File: config.mk
export PLATFORM = sky130hd
export DESIGN_NAME = rx_bclk_gen
export DESIGN_NICKNAME = d
export VERILOG_FILES = /design/src/rtl/rx_bclk_pkg.sv /design/src/rtl/rx_bclk_div.sv /design/src/rtl/rx_bclk_out.sv /design/src/rtl/rx_bclk_gen.sv
export SDC_FILE = /design/constraint.sdc
export NUM_CORES = 1
export LEC_CHECK = 0
export ABC_AREA = 1
export ABC_CLOCK_PERIOD_IN_PS = 3900
export BUFFER_PORTS_ARGS = -buffer_cell sky130_fd_sc_hd__buf_2
export CAP_MARGIN = 20
export CORE_MARGIN = 4
export CORE_UTILIZATION = 55
export DETAILED_ROUTE_END_ITERATION = 6
export HOLD_SLACK_MARGIN = 0.06
export PLACE_DENSITY = 0.76
export SLEW_MARGIN = 20
export SYNTH_ARGS = -nofsm -noshare
export SYNTH_HDL_FRONTEND = slang
export SYNTH_SLANG_ARGS = --single-unit
File: constraint.sdc
create_clock -name clk -period 3.9 [get_ports clk]
set_clock_uncertainty 0.1 [all_clocks]
set_input_delay 1.17 -clock clk [delete_from_list [all_inputs] [get_ports clk]]
set_output_delay 1.17 -clock clk [all_outputs]
set_load 0.005 [all_outputs]
File: src/rtl/rx_bclk_pkg.sv
package rx_bclk_pkg;
  localparam int HF_DIV_W  = 12;
  localparam int BIT_DIV_W = 5;

  typedef enum logic {
    SRC_EXTERNAL = 1'b0,
    SRC_INTERNAL = 1'b1
  } clk_src_e;
endpackage

File: src/rtl/rx_bclk_div.sv
module rx_bclk_div #(
  parameter int W = 12
) (
  input  logic         clk,
  input  logic         rst,
  input  logic         in_lvl,
  input  logic [W-1:0] div,
  output logic         out_lvl,
  output logic         synced
);
  localparam int HW = W + 1;

  logic         in_prev;
  logic         loaded;
  logic [W-1:0] cnt;
  logic [W-1:0] lim;
  logic [HW-1:0] hi_len;
  logic         rise;

  assign rise   = in_lvl & ~in_prev;
  assign hi_len = ({1'b0, lim} + HW'(2)) >> 1;

  always_ff @(posedge clk) begin
    if (rst) begin
      in_prev <= 1'b0;
      cnt     <= '0;
      lim     <= '0;
      loaded  <= 1'b0;
    end else begin
      in_prev <= in_lvl;
      if (rise) begin
        if (cnt == lim) begin
          cnt    <= '0;
          lim    <= div;
          loaded <= 1'b1;
        end else begin
          cnt <= cnt + 1'b1;
        end
      end
    end
  end

  assign out_lvl = (lim == '0) ? in_lvl : ({1'b0, cnt} < hi_len);
  assign synced  = loaded && (lim == div);

  // counter never runs past the stored limit
  assert_cnt_in_range_R9: assert property (@(posedge clk) disable iff (rst)
    cnt <= lim);

  // stored limit only changes at a period boundary
  assert_load_at_boundary_R9: assert property (@(posedge clk) disable iff (rst)
    (lim != $past(lim)) |-> (cnt == '0));
endmodule

File: src/rtl/rx_bclk_out.sv
module rx_bclk_out (
  input  logic clk,
  input  logic rst,
  input  logic async_mode,
  input  logic own_bclk,
  input  logic tx_bclk,
  input  logic sample_rise,
  input  logic pin_ready,
  output logic rx_bclk,
  output logic rx_sample_rise,
  output logic rx_pin_oe
);
  always_ff @(posedge clk) begin
    if (rst) begin
      rx_bclk        <= 1'b0;
      rx_sample_rise <= 1'b0;
      rx_pin_oe      <= 1'b0;
    end else begin
      rx_bclk        <= async_mode ? own_bclk : ~tx_bclk;
      rx_sample_rise <= async_mode ? sample_rise : 1'b1;
      rx_pin_oe      <= async_mode & pin_ready;
    end
  end

  assert_sync_uses_tx_R1: assert property (@(posedge clk) disable iff (rst)
    ($past(!rst) && $past(!async_mode)) |-> (rx_bclk == !$past(tx_bclk) && !rx_pin_oe));

  assert_reset_quiet_R10: assert property (@(posedge clk)
    $past(rst) |-> (!rx_bclk && !rx_pin_oe && !rx_sample_rise));
endmodule

File: src/rtl/rx_bclk_gen.sv
module rx_bclk_gen
  import rx_bclk_pkg::*;
#(
  parameter int HF_W  = HF_DIV_W,
  parameter int BIT_W = BIT_DIV_W
) (
  input  logic             clk,
  input  logic             rst,
  input  logic             ref_clk,
  input  logic             ext_hf_clk,
  input  logic             ext_bclk,
  input  logic             tx_bclk,
  input  logic             cfg_async,
  input  logic             cfg_hf_int,
  input  logic             cfg_hf_invert,
  input  logic [HF_W-1:0]  cfg_hf_div,
  input  logic             cfg_bit_int,
  input  logic [BIT_W-1:0] cfg_bit_div,
  input  logic             cfg_sample_rise,
  input  logic             cfg_pin_drive,
  output logic             rx_bclk,
  output logic             rx_sample_rise,
  output logic             rx_pin_oe
);
  clk_src_e hf_src, bit_src;
  logic hf_raw, hf_pol, hf_sel, hf_synced;
  logic bit_raw, bit_sel, bit_synced;
  logic pin_ready;

  assign hf_src  = clk_src_e'(cfg_hf_int);
  assign bit_src = clk_src_e'(cfg_bit_int);

  rx_bclk_div #(.W(HF_W)) u_hf_div (
    .clk(clk), .rst(rst), .in_lvl(ref_clk), .div(cfg_hf_div),
    .out_lvl(hf_raw), .synced(hf_synced)
  );

  assign hf_pol = hf_raw ^ cfg_hf_invert;
  assign hf_sel = (hf_src == SRC_INTERNAL) ? hf_pol : ext_hf_clk;

  rx_bclk_div #(.W(BIT_W)) u_bit_div (
    .clk(clk), .rst(rst), .in_lvl(hf_sel), .div(cfg_bit_div),
    .out_lvl(bit_raw), .synced(bit_synced)
  );

  assign bit_sel   = (bit_src == SRC_INTERNAL) ? bit_raw : ext_bclk;
  assign pin_ready = cfg_pin_drive & (bit_src == SRC_INTERNAL) & bit_synced &
                     ((hf_src == SRC_EXTERNAL) | hf_synced);

  rx_bclk_out u_out (
    .clk(clk), .rst(rst), .async_mode(cfg_async), .own_bclk(bit_sel),
    .tx_bclk(tx_bclk), .sample_rise(cfg_sample_rise), .pin_ready(pin_ready),
    .rx_bclk(rx_bclk), .rx_sample_rise(rx_sample_rise), .rx_pin_oe(rx_pin_oe)
  );

  assert_ext_bit_passthru_R6: assert property (@(posedge clk) disable iff (rst)
    ($past(!rst) && $past(cfg_async && !cfg_bit_int)) |-> (rx_bclk == $past(ext_bclk)));

  assert_pin_needs_internal_R8: assert property (@(posedge clk) disable iff (rst)
    rx_pin_oe |-> $past(cfg_async && cfg_bit_int && cfg_pin_drive));

  assert_sample_edge_R7: assert property (@(posedge clk) disable iff (rst)
    ($past(!rst) && $past(cfg_async)) |-> (rx_sample_rise == $past(cfg_sample_rise)));
endmodule

---- Yosys cells after proc, flatten, opt, wreduce, memory -nomap -nowiden ----
Cells that the tools add are included.
word-level totals
  flip-flop bits (word level) ............. 41
  bits of input ports ..................... 29
  word-level logic and storage cells ...... 47
operators by class
  add/subtract/negate cells ............... 4
  order comparisons ....................... 2
  equal/unequal tests ..................... 4
  multiplexer cells ....................... 8
  bitwise logic cells ..................... 12
  reduce and logical (&&, ||, !) cells .... 6
operators with widths
  cell                                            number
  equality test 12 bit                            2
  adder 12 x 2 -> 13 bit (second input constant)  1
  adder 12 x 1 -> 12 bit (second input constant)  1
  logical NOT 12 bit                              1
  < comparator 12 bit                             1
  two-way mux 12 bit                              1
  equality test 5 bit                             2
  adder 5 x 2 -> 6 bit (second input constant)    1
  AND 1 bit                                       6
  two-way mux 1 bit                               6
  adder 5 x 1 -> 5 bit (second input constant)    1
  logical NOT 5 bit                               1
  < comparator 5 bit                              1
  two-way mux 5 bit                               1
  inverter 1 bit                                  4
  AND reduction 2 bit                             2
  logical AND 1 bit                               2
  OR 1 bit                                        1
  XOR 1 bit                                       1

---- Longest topological paths before layout ----
  depth after elaboration ................. 8
  mapped depth ............................ 23
  depth with buffers taken out ............ 21

---- Hierarchy ----
Synthesis repeated with hierarchy kept, for this count alone.
unflattened totals
  cell total of the unflattened synthesis .. 454
  area, all modules ....................... 2867.8 um^2
modules (own cells, without submodules)
  module                   instances  cells an instance  area an instance (um^2)  seq. area each (um^2)
  rx_bclk_div (u_hf_div)   1          298                1868.0                   520.5
  rx_bclk_div (u_bit_div)  1          129                843.3                    240.2
  rx_bclk_out              1          13                 100.1                    60.1
  rx_bclk_gen              1          14                 56.3                     0.0

---- Least setup slack after synthesis ----
OpenSTA, ideal clock, no wires.
  path kind ............................... register to register
  start point ............................. reg u_hf_div.lim[2]
  end point ............................... reg u_bit_div.lim[0]
  arrival time ............................ 2.493 ns
  data required time ...................... 3.687 ns
  path slack .............................. 1.195 ns
  cell stages (with the launch flop) ...... 21
  path buffers ............................ 1
  clock period less this slack ............ 2.705 ns
  cell sequence ........................... dfxtp_1 > ha_1 > nand4_1 > nor2_1 > nand3_1 > nor3_1 > xnor2_1 > ha_1 > nand2_1 > inv_1 > a21oi_1 > nand2_1 > nor2_1 > nand2_1 > nand2_1 > nand2_2 > nand3_4 > nand4_4 > buf_6 > nor2_1 > nor2_1
between the ends
  cells in the longest elaborated chain, start to end .. 7
RTL lines
  item                               RTL line           RTL
  start, declared                    rx_bclk_div.sv:16  logic [W-1:0] lim;
  start signal, assigned             rx_bclk_div.sv:34  lim <= div;
  adder 12 x 2 -> 13 bit             rx_bclk_div.sv:21  assign hi_len = ({1'b0, lim} + HW'(2)) >> 1;
  < comparator 12 bit                rx_bclk_div.sv:43  assign out_lvl = (lim == '0) ? in_lvl : ({1'b0, cnt} < hi_len);
  two-way mux 1 bit (*)              rx_bclk_div.sv:43
  XOR 1 bit (*)                      rx_bclk_gen.sv:38  assign hf_pol = hf_raw ^ cfg_hf_invert;
  two-way mux 1 bit (*)              rx_bclk_gen.sv:39  assign hf_sel = (hf_src == SRC_INTERNAL) ? hf_pol : ext_hf_clk;
  AND 1 bit (*)                      rx_bclk_div.sv:20  assign rise = in_lvl & ~in_prev;
  AND reduction 2 bit (no line) (*)  --
  end signal, assigned               rx_bclk_div.sv:34
  end, declared                      rx_bclk_div.sv:16
Mark *: on every way between the ends. The rest lies on a longest branch, timed or not.
A chain may end at the register's enable or synchronous reset.

---- Final worst setup path ----
  start point ............................. reg u_hf_div.lim[1]
  end point ............................... reg u_bit_div.lim[4]
The elaborated chain is that of the path after synthesis.

==> results.py <==
metrics = {
    "run_status": {
        "status": "completed",
    },
    "floorplanning": {
        "start_util": 0.581,
        "ioPinCount": 32,
        "row_count": 25,
        "die_y_um": 79.6,
        "fp.dieW_um": 79.6,
        "coreArea_mm2": 0.00485,
        "die_area_mm2": 0.00633,
    },
    "place": {
        "port_buffers": 31,
        "pre_cts_slack_ps": 745,
        "hpwl_mm": 4.93,
        "routabilityCongestion": 0.863,
    },
    "timing": {
        "setup_tns_ps": 0,
        "worst_slew_pin_slew_ps": 602,
        "finalWorstSetupSlack_ps": 730,
        "timing.final.max_slew_violations": 0,
        "hold_viol": 0,
        "maxSlewHeadroom": 0.598,
        "fmax_mhz": 315,
        "rsz0062_at_grt": "no",
        "fin_crit_ps": 3170,
        "finalCritPeriodShare": 0.813,
        "setup_viol": 0,
    },
    "hold_path": {
        "hp-class": "reg2reg",
    },
    "global_routing": {
        "grt_max_degree": 21,
        "grt-busiest-layer": "met2",
        "use_met2": 0.336,
        "met3_usage": 0.0542,
        "grt_pass1_wl_mm": 11.0,
        "grt_pass1_vias": 2361,
        "grt_use_total": 0.220,
        "overflow": 0,
        "grt_use_met1": 0.305,
        "antenna_found_initial": 0,
    },
    "logic_synthesis": {
        "synthArstFlopShare": 0,
        "yosysSeqAreaShare": 0.291,
        "synth_edf_count": 0,
        "synth.top_cell.area_share": 0.291,
        "syn_area_mm2": 0.00282,
        "syn_avg_cell_area_um2": 7.01,
        "yosysTopAreaCell": "dfxtp_1",
        "ys_ff_latch": 41,
        "syn-num-nets": 450,
        "ys_types": 37,
        "synthTopCellsByArea": "dfxtp_1, nand2_1, ha_1, xor2_1, inv_1",
        "syn_inst": 402,
        "synth_warnings": 0,
        "synth-main-ff-cell": "dfxtp_1",
    },
    "critical_path": {
        "regToRegEndpoint": "u_bit_div.lim[4]",
        "ff2ff_setup_slack_ps": 730,
        "endpoint": "u_bit_div.lim[4]",
        "crit_start": "u_hf_div.lim[1]",
        "setup.worst_path.start_class": "register",
        "reg2reg_depth": 19,
        "rr_startpoint": "u_hf_div.lim[1]",
        "crit_type": "reg2reg",
        "worstPathMaxFanout": 12,
        "worst_setup_path_end_kind": "register",
        "cp.arrival_ps": 3310,
        "crit_required_ps": 4040,
    },
    "clocking": {
        "cts_tree": "yes",
        "cts_buffers": 5,
        "cts.sinks": 41,
        "cts_setup_buffers": 0,
        "cts_resized": 0,
        "clkLatencyLatePin_ps": 300,
        "cts_root_buffer": "clkbuf_8",
        "cts_buffer_depth": 2,
        "hold_buffers": 0,
        "htreeDepth": 2,
        "clkTransAtPathRegs_ps": 80,
    },
    "route": {
        "wl_per_cell_um": 12.8,
        "ant_nets": 0,
        "drt-pass1-iter-count": 4,
        "num_vias": 2606,
        "vias_per_cell": 5.26,
        "routed_wl_mm": 6.33,
        "drtIter0Drc": 182,
        "drcViolationCount": 0,
    },
    "cells_and_area": {
        "final_nets": 476,
        "mostFrequentLayoutCell": "nand2_1",
        "layout_common_cells": "nand2_1, inv_1, nor2_1",
        "antenna_cells": 0,
        "post-route-util": 0.632,
        "area_delta_synth_final_pct": 8.70,
        "layout-drive-gt1-share": 0.136,
    },
    "power": {
        "ir_drop_mv": 0.352,
        "power_density_mw_per_mm2": 567,
        "p_leak_nw": 1.39,
    },
    "flow_run": {
        "cap_violations": 0,
    },
}
## area by class of cell
class	count	area (µm²)
fill	474	1790
multi-input combinational	299	1710
sequential	41	821
inverter	50	188
timing repair buffer	31	155
tap	67	83.8
clock buffer	5	68.8
clock inverter	2	35.0
## logic make-up after synthesis
family	count (synthesis)	share of synthesized area
xor+xnor	27	0.0839
simple gates	183	0.304
fa+ha+maj	19	0.0844
compound gates	70	0.135
buf+inv	62	0.101
flops	41	0.291
## worst min path at each step
stage,startpoint,to,slack [ps],depth (start not counted)
after floorplan,u_bit_div.loaded,u_bit_div.loaded,330,2
after global placement,u_bit_div.loaded,u_bit_div.loaded,340,2
after detailed placement,u_bit_div.loaded,u_bit_div.loaded,340,2
after CTS,u_bit_div.loaded,u_bit_div.loaded,360,2
after global routing,u_bit_div.loaded,u_bit_div.loaded,390,2
final,u_bit_div.loaded,u_bit_div.loaded,350,2
## state kept, by name, summed over array words and instances (netlist names), 5 cells and up
name           flops
u_hf_div.lim      12
u_bit_div.lim      5
u_bit_div.cnt      5
u_hf_div.cnt      12
## worst max-delay path, stage by stage, from the launching register on
cell	delay (ps)
dfxtp_1	510
ha_1	260
nand4_1	130
nor2_1	190
nand3_1	140
nor3_1	220
xnor2_1	100
ha_1	280
nand2_1	40
inv_1	60
nand3_1	90
a21oi_1	140
nor2_1	60
nand2_1	70
nand3_1	120
nand3_4	160
nand4_4	180
nand2_1	110
nand2_1	50
nor2_1	100
## metal layers
layer | part of all wire | wire (µm)
met1 | 0.51 | 3220
met2 | 0.41 | 2620
met3 | 0.064 | 406
met4 | 0.013 | 85
met5 | 0 | 0
## where the power goes
part	switching [mW]	internal, mW	leakage, nW
Combinational	0.483	0.301	1.01
Clock	0.147	0.186	0.0540
Sequential	0.118	0.501	0.335
Total	0.748	0.988	1.39
## Yosys cell counts, drive strengths merged, types with 4 or more instances
master	n
ha	19
a211oi	4
xnor2	5
nand3	18
or2	5
nor2	52
dfxtp	41
nand2	80
xor2	22
inv	50
buf	10
o21ai	26
nand4	13
a21oi	31
nor3	9
## stage by stage
| step | std cells | hold slack, ps | power, mW | area [µm²] |
|---|---|---|---|---|
| floorplan | 402 | 330 | 1.27 | 2820 |
| detailed placement | 488 | 344 | 1.41 | 2960 |
| finish | 495 | 352 | 1.74 | 3060 |
| global route | 495 | 393 | 1.91 | 3060 |
| CTS | 495 | 357 | 1.74 | 3060 |
| global placement | 488 | 339 | 1.38 | 2960 |
Power figures use the tool's default switching activity.
